**config.mk**
```make
export PLATFORM = sky130hd
export DESIGN_NAME = wiper_tap_ctrl
export DESIGN_NICKNAME = d
export VERILOG_FILES = /design/src/rtl/wtap_pkg.sv /design/src/rtl/wtap_glitch_filt.sv /design/src/rtl/wtap_seq.sv /design/src/rtl/wtap_drive.sv /design/src/rtl/wiper_tap_ctrl.sv
export SDC_FILE = /design/constraint.sdc
export NUM_CORES = 1
export LEC_CHECK = 0
export ABC_CLOCK_PERIOD_IN_PS = 4380
export CORE_MARGIN = 4
export CORE_UTILIZATION = 60
export CTS_CLUSTER_DIAMETER = 120
export DETAILED_ROUTE_END_ITERATION = 8
export DONT_BUFFER_PORTS = 1
export PLACE_DENSITY = 0.79
export SLEW_MARGIN = 20
export SYNTH_ARGS = -nofsm -noshare
export SYNTH_HDL_FRONTEND = slang
export SYNTH_SLANG_ARGS = --single-unit
```
**constraint.sdc**
```tcl
create_clock -name clk -period 4.38 [get_ports clk]
set_input_delay 1.314 -clock clk [delete_from_list [all_inputs] [get_ports clk]]
set_output_delay 1.314 -clock clk [all_outputs]
set_load 0.005 [all_outputs]
```
**src/rtl/wtap_pkg.sv**
```systemverilog
package wtap_pkg;
  typedef enum logic [1:0] {
    ST_RUN  = 2'd0,
    ST_MOVE = 2'd1,
    ST_OFF  = 2'd2,
    ST_WAKE = 2'd3
  } wtap_state_e;
endpackage

```
**src/rtl/wtap_glitch_filt.sv**
```systemverilog
module wtap_glitch_filt #(
  parameter int HOLD = 5
) (
  input  logic clk,
  input  logic rst,
  input  logic arm_i,
  input  logic low_i,
  output logic trip_o
);
  localparam int CW = $clog2(HOLD + 1);
  localparam logic [CW-1:0] LAST = CW'(HOLD - 1);
  localparam logic [CW-1:0] TOP  = CW'(HOLD);

  logic [CW-1:0] run_cnt;

  always_ff @(posedge clk) begin
    if (rst || !arm_i || !low_i) begin
      run_cnt <= '0;
    end else if (run_cnt != TOP) begin
      run_cnt <= run_cnt + CW'(1);
    end
  end

  // fires on the cycle that completes HOLD consecutive low samples
  assign trip_o = arm_i && low_i && (run_cnt == LAST);

  if (HOLD > 1) begin : g_chk
    // a trip is always preceded by an armed low cycle
    a_r8_trip_follows_low: assert property (@(posedge clk) disable iff (rst)
      trip_o |-> ($past(low_i) && $past(arm_i)));
  end
endmodule

```
**src/rtl/wtap_seq.sv**
```systemverilog
module wtap_seq
  import wtap_pkg::*;
#(
  parameter int TAPS     = 128,
  parameter int MOVE_CYC = 3,
  parameter int WAKE_CYC = 8
) (
  input  logic                      clk,
  input  logic                      rst,
  input  logic                      load_i,
  input  logic [$clog2(TAPS)-1:0]   code_i,
  input  logic                      run_i,
  input  logic                      trip_i,
  output wtap_state_e               st_o,
  output logic [$clog2(TAPS)-1:0]   cur_o,
  output logic [$clog2(TAPS)-1:0]   prev_o
);
  localparam int CW   = $clog2(TAPS);
  localparam int TMAX = (MOVE_CYC > WAKE_CYC) ? MOVE_CYC : WAKE_CYC;
  localparam int TW   = $clog2(TMAX + 1);
  localparam logic [CW-1:0] MID      = CW'(TAPS / 2);
  localparam logic [TW-1:0] MOVE_TOP = TW'(MOVE_CYC - 1);
  localparam logic [TW-1:0] WAKE_TOP = TW'(WAKE_CYC - 1);

  wtap_state_e   st;
  logic [CW-1:0] cur, prev;
  logic [TW-1:0] tmr;

  always_ff @(posedge clk) begin
    if (rst) begin
      st   <= ST_RUN;
      cur  <= MID;
      prev <= MID;
      tmr  <= '0;
    end else begin
      unique case (st)
        ST_RUN: begin
          if (load_i) begin
            if (!run_i) begin
              st <= ST_OFF;
            end else if (code_i != cur) begin
              prev <= cur;
              cur  <= code_i;
              tmr  <= MOVE_TOP;
              st   <= ST_MOVE;
            end
          end
        end
        ST_MOVE: begin
          if (load_i && !run_i) begin
            st <= ST_OFF;
          end else if (load_i && (code_i != cur)) begin
            prev <= cur;
            cur  <= code_i;
            tmr  <= MOVE_TOP;
          end else if (tmr == '0) begin
            st <= ST_RUN;
          end else begin
            tmr <= tmr - TW'(1);
          end
        end
        ST_OFF: begin
          if (trip_i) cur <= MID;
          if (load_i && run_i) begin
            st  <= ST_WAKE;
            tmr <= WAKE_TOP;
          end
        end
        ST_WAKE: begin
          if (tmr == '0) st <= ST_RUN;
          else           tmr <= tmr - TW'(1);
        end
        default: st <= ST_RUN;
      endcase
    end
  end

  assign st_o   = st;
  assign cur_o  = cur;
  assign prev_o = prev;

  // recall ignores loads, the stored code cannot move
  a_r7_wake_holds_code: assert property (@(posedge clk) disable iff (rst)
    (st == ST_WAKE) |=> $stable(cur));
  // a glitch trip in shutdown leaves mid-scale stored
  a_r8_trip_to_mid: assert property (@(posedge clk) disable iff (rst)
    (st == ST_OFF && trip_i) |=> (cur == MID));
  // without a trip, shutdown keeps the stored code
  a_r5_off_holds_code: assert property (@(posedge clk) disable iff (rst)
    (st == ST_OFF && !trip_i) |=> $stable(cur));
endmodule

```
**src/rtl/wtap_drive.sv**
```systemverilog
module wtap_drive
  import wtap_pkg::*;
#(
  parameter int TAPS = 128
) (
  input  logic                    clk,
  input  logic                    rst,
  input  wtap_state_e             st_i,
  input  logic [$clog2(TAPS)-1:0] cur_i,
  input  logic [$clog2(TAPS)-1:0] prev_i,
  output logic [TAPS-1:0]         tap_o,
  output logic                    hi_o,
  output logic                    res_o
);
  localparam int CW  = $clog2(TAPS);
  localparam int MID = TAPS / 2;
  localparam logic [TAPS-1:0] MID_HOT = {{(TAPS-1){1'b0}}, 1'b1} << MID;

  logic [TAPS-1:0] hot_cur, hot_prev;

  for (genvar g = 0; g < TAPS; g++) begin : g_dec
    assign hot_cur[g]  = (cur_i  == CW'(g));
    assign hot_prev[g] = (prev_i == CW'(g));
  end

  always_ff @(posedge clk) begin
    if (rst) begin
      tap_o <= MID_HOT;
      hi_o  <= 1'b1;
      res_o <= 1'b0;
    end else begin
      unique case (st_i)
        ST_RUN:  begin tap_o <= hot_cur;            hi_o <= 1'b1; res_o <= 1'b0; end
        ST_MOVE: begin tap_o <= hot_cur | hot_prev; hi_o <= 1'b1; res_o <= 1'b0; end
        ST_OFF:  begin tap_o <= '0;                 hi_o <= 1'b0; res_o <= 1'b1; end
        ST_WAKE: begin tap_o <= '0;                 hi_o <= 1'b1; res_o <= 1'b0; end
        default: begin tap_o <= '0;                 hi_o <= 1'b0; res_o <= 1'b1; end
      endcase
    end
  end

  // each change while connected keeps a closed tap across it
  a_r11_make_before_break: assert property (@(posedge clk) disable iff (rst)
    (hi_o && $past(hi_o) && ($past(tap_o) != '0)) |-> ((tap_o & $past(tap_o)) != '0));
  // the high end is connected before a tap closes
  a_r6_high_first: assert property (@(posedge clk) disable iff (rst)
    (($past(tap_o) == '0) && (tap_o != '0)) |-> $past(hi_o));
  // at most two taps, none without the high end, resistor exclusive
  a_r12_two_max: assert property (@(posedge clk) disable iff (rst)
    $countones(tap_o) <= 2);
  a_r12_res_exclusive: assert property (@(posedge clk) disable iff (rst)
    res_o |-> (!hi_o && (tap_o == '0)));
endmodule

```
**src/rtl/wiper_tap_ctrl.sv**
```systemverilog
module wiper_tap_ctrl
  import wtap_pkg::*;
#(
  parameter int TAPS       = 128,
  parameter int MOVE_CYC   = 3,
  parameter int WAKE_CYC   = 8,
  parameter int GLITCH_CYC = 5
) (
  input  logic                    clk,
  input  logic                    rst,
  input  logic                    load_i,
  input  logic [$clog2(TAPS)-1:0] code_i,
  input  logic                    run_i,
  input  logic                    supply_low_i,
  output logic [TAPS-1:0]         tap_en_o,
  output logic                    high_conn_o,
  output logic                    shdn_res_o
);
  localparam int CW = $clog2(TAPS);

  wtap_state_e   st;
  logic [CW-1:0] cur, prev;
  logic          trip, arm;

  assign arm = (st == ST_OFF);

  wtap_glitch_filt #(.HOLD(GLITCH_CYC)) u_filt (
    .clk(clk), .rst(rst), .arm_i(arm), .low_i(supply_low_i), .trip_o(trip)
  );

  wtap_seq #(.TAPS(TAPS), .MOVE_CYC(MOVE_CYC), .WAKE_CYC(WAKE_CYC)) u_seq (
    .clk(clk), .rst(rst), .load_i(load_i), .code_i(code_i), .run_i(run_i),
    .trip_i(trip), .st_o(st), .cur_o(cur), .prev_o(prev)
  );

  wtap_drive #(.TAPS(TAPS)) u_drive (
    .clk(clk), .rst(rst), .st_i(st), .cur_i(cur), .prev_i(prev),
    .tap_o(tap_en_o), .hi_o(high_conn_o), .res_o(shdn_res_o)
  );
endmodule

```
Yosys cells after proc, flatten, opt, wreduce, memory -nomap -nowiden --
Cells that the tools add are included.
Operators by class: mux-type cells 32, reduce and logical (&&, ||, !) cells 22, add/subtract/negate cells 2, bitwise operators 1, eq/ne operators 269
Operator list (count):
- 7-bit equality test, second input constant | 128
- 7-bit by 6-bit equality test with 1-bit output, second input constant | 64
- 128-bit case mux with 3 select lines | 1
- 7-bit by 5-bit equality test with 1-bit output, second input constant | 32
- 128-bit bitwise OR | 1
- 7-bit by 4-bit equality test with 1-bit output, second input constant | 16
- 7-bit 2-to-1 mux | 11
- 7-bit by 3-bit equality test with 1-bit output, second input constant | 8
- 7-bit by 2-bit equality test with 1-bit output, second input constant | 4
- 4-bit 2-to-1 mux | 7
- 7-bit case mux with 3 select lines | 1
- 4-bit case mux with 4 select lines | 1
- 7-bit by 1-bit equality test with 1-bit output, second input constant | 2
- 7-bit logical NOT | 2
- 2-bit 2-to-1 mux | 7
- 7-bit case mux with 2 select lines | 1
- 2-bit != test, second input constant | 6
- 3-bit != test, second input constant | 3
- 2-bit case mux with 4 select lines | 1
- 7-bit != test | 1
- 7-bit AND reduction | 1
- 6-bit AND reduction | 1
- 1-bit logical AND | 5
- 5-bit AND reduction | 1
- other kinds (16) | 21
Storage, ports and cells: input port bits 12, output and inout port bits 130, flip-flop bits (word level) 153, logic and storage cells 334

Logic depth before layout (Yosys ltp) --
Gate-level depths: netlist of run 1.
word-level depth 5, mapped depth 7, gate-level depth less buffers 7

Hierarchy --
From an unflattened synthesis of run 1, not the netlist that was laid out.
Second synthesis, totals: cell total of the unflattened synthesis 515, area, all modules 5378.9 sq um
By module, submodules not included:
- wtap_drive | area an instance 4130.2 sq um, instances 1, cells an instance 379, seq. area each 2602.5 sq um
- wtap_seq | area an instance 1052.3 sq um, instances 1, cells an instance 116, seq. area each 400.4 sq um
- wtap_glitch_filt | area an instance 182.7 sq um, instances 1, cells an instance 19, seq. area each 60.1 sq um
- wiper_tap_ctrl | area an instance 13.8 sq um, instances 1, cells an instance 1, seq. area each 0.0 sq um

Least setup slack after synthesis of run 1 --
OpenSTA, ideal clock, no wires.
kind input -> register, start input port code_i[3], end register u_seq.cur[6] (netlist: u_seq.cur_o[6]), required time 4258 ps, buffers on the path 1, path slack 1931 ps, cell stages on the path 6, arrival 2328 ps, cells stage by stage xor2_1 > nor4_4 > a21oi_4 > buf_6 > nor3b_2 > a21oi_1
Between the ends: cells in the longest elaborated chain, start to end 4
Ends and longest elaborated chain:
- start, declared | line wiper_tap_ctrl.sv:12 | input logic [$clog2(TAPS)-1:0] code_i,
- 7-bit != test (*) | line wtap_seq.sv:41, wtap_seq.sv:52
- 1-bit logical AND | line wtap_seq.sv:52 | end else if (load_i && (code_i != cur)) begin
- 2-bit != test (no line)
- 7-bit AND reduction (no line) (*)
- end signal, assigned | line wtap_seq.sv:43 | cur <= code_i;
- end signal, assigned | line wtap_seq.sv:54 | cur <= code_i;
- end, declared | line wtap_seq.sv:26 | logic [CW-1:0] cur, prev;
Mark *: on every way between the ends. The rest lies on a longest branch, timed or not. A chain may end at the register's enable or synchronous reset.

Worst setup path after layout of run 1 --
start register u_seq.prev[0] (netlist: u_seq.prev_o[0]), end register u_drive.tap_o[27]
Between the ends: cells in the longest elaborated chain, start to end 3
Ends and longest elaborated chain:
- start, declared | line wtap_seq.sv:26
- start signal, assigned | line wtap_seq.sv:42 | prev <= cur;
- start signal, assigned | line wtap_seq.sv:53 | prev <= cur;
- 7-bit by 5-bit equality test with 1-bit output | line wtap_drive.sv:23 | assign hot_prev[g] = (prev_i == CW'(g));
- 128-bit bitwise OR | line wtap_drive.sv:34 | ST_MOVE: begin tap_o <= hot_cur | hot_prev; hi_o <= 1'b1; res_o <= 1'b0; end
- 128-bit case mux with 3 select lines | line wtap_drive.sv:32 | unique case (st_i)
- end signal, assigned | line wtap_drive.sv:33 | ST_RUN: begin tap_o <= hot_cur; hi_o <= 1'b1; res_o <= 1'b0; end
- end signal, assigned | line wtap_drive.sv:34
- end signal, assigned | line wtap_drive.sv:35 | ST_OFF: begin tap_o <= '0; hi_o <= 1'b0; res_o <= 1'b1; end
- end, declared | line wtap_drive.sv:11 | output logic [TAPS-1:0] tap_o,
No other way between the ends.

==> out/metrics.yaml, run 1 <==
sta:
  min_period_ps: 2270
  min_period_over_period_pct: 51.8
  worst_pin_slew_ps: 1080
  worst_slack_ps: 2110
  clock_skew_ps: 7.50
  grt_setup_unrepaired: "false"
  hold_viol_final: 0
  setup_tns_ps: 0
  slew_headroom_pct: 27.7
  report.final.slew_viol_count: 0
  fmax_mhz: 441
  setup_viol: 0
global_routing:
  grt_max_degree: 147
  grt_pass1_wl_um: 24500
  grt.total_usage_pct: 27.4
  gr-total-overflow: 0
  grt_antenna_before_repair: 0
  grt_pass1_vias: 4656
logic_synthesis:
  synth_nets: 667
  synth.avg_cell_area_um2: 9.16
  syn_inst: 651
  synth_seq_cells: 153
  synth_edf_count: 0
  syn_area_um2: 5960
  ys.flop_type: "dfxtp_1"
  yosysSeqAreaShare_pct: 51.4
  synth_cell_types: 47
  synth.yosys.warnings: 0
  async_reset_ff_share_pct: 0
clocking:
  cts.sinks: 153
  cts_setup_buffers: 0
  cts_tree: "built"
  clk_path_buf_depth: 2
  cts_resized: 0
  cts.clk_slew.worst_paths_ps: 60
  cts_root_buf: "clkbuf_8"
  h-tree-depth: 4
  holdBufCountCts: 0
  worstSkewPairLatency_ps: 540
  cts-buffers-inserted: 17
die:
  fp.dieH_um: 108
  core_um2: 9730
  die-area_um2: 11600
  die_w_um: 108
  io_pins: 142
  num_rows: 36
  start_util_pct: 61.3
placement:
  gp_congestion: 0.895
  hpwl_um: 10500
  place_inst: 736
  pre_cts_ws_ps: 1630
  io_buffers: 0
drt:
  drt-met1-wl_um: 6340
  ant_nets: 0
  wl_um: 15900
  vias_per_cell: 6.44
  first_iter_violations: 582
  vias: 4938
  routedWlPerCell_um: 20.8
  drcViolationCount: 0
  route.met3.wl_um: 1640
  first_pass_iters: 7
  top_layer_used: "met4"
  wl_met2_um: 7510
setup_path:
  path_cells: "nand2_1 -> nor3_1 -> a22oi_1 -> nor2_1"
  crit_fanout: 11
  setup.worst_path.end_class: "register"
  timing.critical_path.slowest_stage_cell: "nor3_1"
  required_ps: 4840
  crit_start: "u_seq.prev_o[0]"
  arrival_ps: 2730
  rr_startpoint: "u_seq.prev_o[0]"
  crit_type: "reg2reg"
  start_kind: "register"
  max_stage_delay_ps: 840
hold_path:
  hp-start: "u_filt.run_cnt[1]"
  hold_path.class: "reg2reg"
layout:
  drive_above_1_share_pct: 9.31
  layout_common_cells: "nor2_1 (164), dfxtp_1 (153), a22oi_1 (129)"
  diodes: 0
  area_growth_pct: 9.05
  final_common_cell: "nor2_1"
  stdcell_count: 767
  nNetsFinal: 638
power_and_ir_drop:
  ir_worst_vdd_mv: 0.239
  leakagePower_nw: 2.24
  p_per_area_nw_per_um2: 446
status:
  status: "completed"
flow_run:
  maxCapViolations: 0
-- path summary, 6_finish.rpt --
check / depth (start not counted) / end / slack [ps]
max reg2reg: 4 / u_drive.tap_o[27] / 2110
max: 4 / u_drive.tap_o[27] / 2110
min: 2 / u_filt.run_cnt[1] / 510
min reg2reg: 2 / u_filt.run_cnt[1] / 510
-- state kept, by name, summed over array words and instances, names as in the netlist --
| name | count |
|---|---|
| u_drive.tap_o | 128 |
| u_seq.cur_o | 7 |
| u_drive.hi_o | 1 |
| u_seq.prev_o | 7 |
| u_seq.st_o | 2 |
| u_drive.res_o | 1 |
| u_filt.run_cnt | 3 |
| u_seq.tmr | 4 |
-- layout make-up --
type / instances / area [µm²]
Fill cell: 772 / 3230
Clock buffer: 22 / 463
Tap cell: 133 / 166
Multi-Input combinational cell: 436 / 2640
Inverter: 7 / 26.3
Sequential cell: 153 / 3060
Clock inverter: 9 / 92.6
Timing Repair Buffer: 7 / 52.6
-- worst max-delay path, delay by kind of cell (launching register included) --
family          cells  cell delay (ps)
simple gates        3             1330
flops               1              620
compound gates      1              260
-- logic make-up (layout without fill, tap and decap cells) --
group	after synthesis	count (layout)	synth area share, %
and+or+nand+nor	262	262	21.2
AOI/OAI and AO/OA	155	155	19.3
DFF	153	153	51.4
buffers and inverters	62	45	4.93
xor gates and xnor gates	9	9	1.32
muxes	6	6	1.01
adders and majority gates	4	4	0.839
-- power by group --
group / internal (mW) / switching [mW] / total (mW) / leakage, nW
Combinational: 0.0386 / 0.0770 / 0.116 / 0.752
Sequential: 1.40 / 0.0231 / 1.43 / 1.23
Clock: 0.797 / 0.558 / 1.36 / 0.252
Total: 2.24 / 0.658 / 2.90 / 2.24
-- layer usage --
metal / vias to the layer above / GRT usage, %
li1: 2238 / -
met1: 2335 / 34.4
met2: 324 / 43.1
met3: 41 / 9.12
met4: 0 / 11.3
met5: - / 0
-- cells in the mapped netlist (6+ instances only) --
cell | number | area [µm²]
clkbuf_1 | 28 | 105
nor2_1 | 164 | 616
dfxtp_1 | 153 | 3060
nand3_1 | 9 | 45.0
a21oi_1 | 7 | 35.0
inv_1 | 7 | 26.3
nand2_1 | 17 | 63.8
nor3b_1 | 7 | 52.6
nor3_1 | 20 | 100
mux2i_1 | 6 | 60.1
nor2b_1 | 6 | 37.5
o21ai_1 | 6 | 30.0
buf_2 | 19 | 95.1
a22oi_1 | 129 | 968
nand2b_1 | 9 | 56.3
xor2_1 | 7 | 61.3
-- stage by stage --
step                total power, mW  utilization, %  instance area [µm²]  hold slack (ps)
floorplan                      1.56               -                 5960              470
global placement               1.56            60.8                 5920              484
detailed placement             1.57            60.8                 5920              504
CTS                            2.90            66.5                 6470              512
global route                   2.99            66.8                 6500              534
finish                         2.90            66.8                 6500              513
(Power assumes the default switching activity.)
==> run 2, diff against run 1 <==
ABC_CLOCK_PERIOD_IN_PS = 2350   (was 4380)
clock period = 2.35 ns   (was 4.38 ns; I/O delays follow)
==> out/metrics.yaml, run 2 (same netlist as run 1, synthesis figures left out) <==
setup_path:
  start_kind: "register"  # unchanged
  rr_startpoint: "u_seq.cur_o[3]"  # was u_seq.prev_o[0]
  timing.rr.end: "u_seq.prev_o[6]"  # was u_drive.tap_o[27]
  crit_type: "reg2reg"  # unchanged
  ff2ff_setup_slack_ps: 230  # was 2110 ps
  max_stage_delay_ps: 640  # was 840 ps
  crit_fanout: 23  # was 11
  required_ps: 2770  # was 4840 ps
  crit_start: "u_seq.cur_o[3]"  # was u_seq.prev_o[0]
  crit_end: "u_seq.prev_o[6]"  # was u_drive.tap_o[27]
  arrival_ps: 2540  # was 2730 ps
  setup.worst_path.end_class: "register"  # unchanged
  timing.critical_path.slowest_stage_cell: "dfxtp_1"  # was nor3_1
  path_cells: "xor2_1 -> nor4_4 -> a21oi_4 -> nor2b_1 -> a211o_1"  # was nand2_1 -> nor3_1 -> a22oi_1 -> nor2_1
  reg2reg_depth: 5  # was 4
layout:
  post-route-util_pct: 67.7  # was 66.8%
  drive_above_1_share_pct: 10.9  # was 9.31%
  final_common_cell: "nor2_1"  # unchanged
  layout.area.seq_um2: 3060  # unchanged
  top_register: "u_drive.tap_o"  # unchanged
  finalInstanceArea_um2: 6580  # was 6500 µm²
  diodes: 0  # unchanged
  multiInputGateArea_um2: 2630  # was 2640 µm²
  area_growth_pct: 10.4  # was 9.05%
  n_fill_cell: 785  # was 772
  nNetsFinal: 653  # was 638
  largest_register_ffs: 128  # unchanged
  layout_common_cells: "nor2_1 (164), dfxtp_1 (153), a22oi_1 (129)"  # unchanged
  stdcell_count: 782  # was 767
placement:
  io_buffers: 0  # unchanged
  dpl-instance-area_um2: 6030  # was 5920 µm²
  place_inst: 751  # was 736
  gp_congestion: 0.904  # was 0.895
  hpwl_um: 10700  # was 10500 µm
clocking:
  cts.clk_slew.worst_paths_ps: 60  # about the same
  worstSkewPairLatency_ps: 540  # about the same
  holdBufCountCts: 0  # unchanged
  clk_path_buf_depth: 2  # unchanged
  cts_resized: 0  # unchanged
  cts_root_buf: "clkbuf_8"  # unchanged
  cts_tree: "built"  # unchanged
  cts-buffers-inserted: 17  # unchanged
  cts.sinks: 153  # unchanged
  cts_setup_buffers: 0  # unchanged
  h-tree-depth: 4  # unchanged
sta:
  hold_viol_final: 0  # unchanged
  min_period_ps: 2120  # was 2270 ps
  fmax_mhz: 472  # was 441 MHz
  slew_headroom_pct: 50.2  # was 27.7%
  clock_skew_ps: 13.2  # was 7.50 ps
  worst_pin_slew_ps: 740  # was 1080 ps
  setup_viol: 0  # unchanged
  report.final.slew_viol_count: 0  # unchanged
  grt_setup_unrepaired: "false"  # unchanged
  setup_tns_ps: 0  # unchanged
  min_period_over_period_pct: 90.1  # was 51.8%
die:
  num_rows: 36  # unchanged
  fp.dieH_um: 108  # unchanged
  start_util_pct: 61.3  # unchanged
  die-area_um2: 11600  # unchanged
  core_um2: 9730  # unchanged
  io_pins: 142  # unchanged
  die_w_um: 108  # unchanged
drt:
  ant_nets: 0  # unchanged
  drcViolationCount: 0  # unchanged
  wl_um: 16000  # was 15900 µm
  vias: 4958  # was 4938
  first_pass_iters: 9  # was 7
  first_iter_violations: 636  # was 582
  vias_per_cell: 6.34  # was 6.44
  routedWlPerCell_um: 20.4  # was 20.8 µm
power_and_ir_drop:
  p_per_area_nw_per_um2: 810  # was 446 nW/µm²
  ir_worst_vdd_mv: 0.364  # was 0.239 mV
  leakagePower_nw: 2.32  # was 2.24 nW
hold_path:
  hold_path.class: "in2reg"  # was reg2reg
global_routing:
  grt_max_degree: 147  # unchanged
  grt.total_usage_pct: 27.1  # was 27.4%
  grt_antenna_before_repair: 0  # unchanged
  grt_pass1_wl_um: 24500  # about the same
  grt_pass1_vias: 4644  # was 4656
  gr-total-overflow: 0  # unchanged
flow_run:
  maxCapViolations: 0  # unchanged
status:
  status: "completed"  # unchanged
[run 2: changes by cell type in the layout (fill, tap and decap cells not counted), sizes merged]
| cell | previous run | this run |
|---|---|---|
| clkbuf | 22 | 21 |
| buf | 7 | 22 |
| clkinv | 1 | 5 |
| clkinvlp | 6 | 3 |
[run 2: per-layer routing]
metal  GRT usage (%)  share of wire, %  up-vias  wire (µm)
li1                -                 -     2271          -
met1            34.4                39     2315       6210
met2            42.1                47      313       7490
met3            9.24                11       59       1780
met4            11.4               3.0        0        481
met5               0                 0        -          0
[run 2: critical path, delay by kind of cell, from the launching register on]
kind / cells / cell delay (ps)
AOI/OAI and AO/OA: 2 / 860
and+or+nand+nor: 2 / 220
xor gates and xnor gates: 1 / 280
DFF: 1 / 640
[run 2: worst min path at each step]
| stage | startpoint | to | slack [ps] | depth (start not counted) |
|---|---|---|---|---|
| global placement | u_filt.run_cnt[1] | u_filt.run_cnt[1] | 480 | 2 |
| detailed placement | u_seq.tmr[1] | u_seq.tmr[1] | 490 | 2 |
| global route | rst | u_seq.prev_o[3] | 240 | 1 |
| CTS | rst | u_seq.prev_o[3] | 240 | 1 |
| floorplan | u_seq.tmr[0] | u_seq.tmr[0] | 470 | 1 |
| finish | rst | u_seq.st_o[1] | 260 | 1 |
[run 2: report_power, final]
part	switching (mW)	internal, mW	leakage (nW)
Sequential	0.0388	2.62	1.23
Combinational	0.147	0.0764	0.832
Clock	1.02	1.43	0.254
Total	1.21	4.12	2.32
[run 2: cell type report]
| type | instances | area share [%] |
|---|---|---|
| Clock buffer | 21 | 6.67 |
| Tap cell | 133 | 2.53 |
| Sequential cell | 153 | 46.5 |
| Timing Repair Buffer | 22 | 2.51 |
| Clock inverter | 10 | 1.48 |
| Multi-Input combinational cell | 436 | 39.9 |
| Inverter | 7 | 0.399 |
[run 2: metrics by stage]
| step | total power [mW] | hold slack (ps) | worst slack (ps) |
|---|---|---|---|
| after detailed placement | 2.93 | 495 | 205 |
| after floorplan | 2.91 | 470 | 510 |
| after CTS | 5.35 | 236 | 254 |
| final | 5.33 | 260 | 233 |
| after global routing | 5.49 | 238 | 117 |
| after global placement | 2.92 | 482 | 290 |
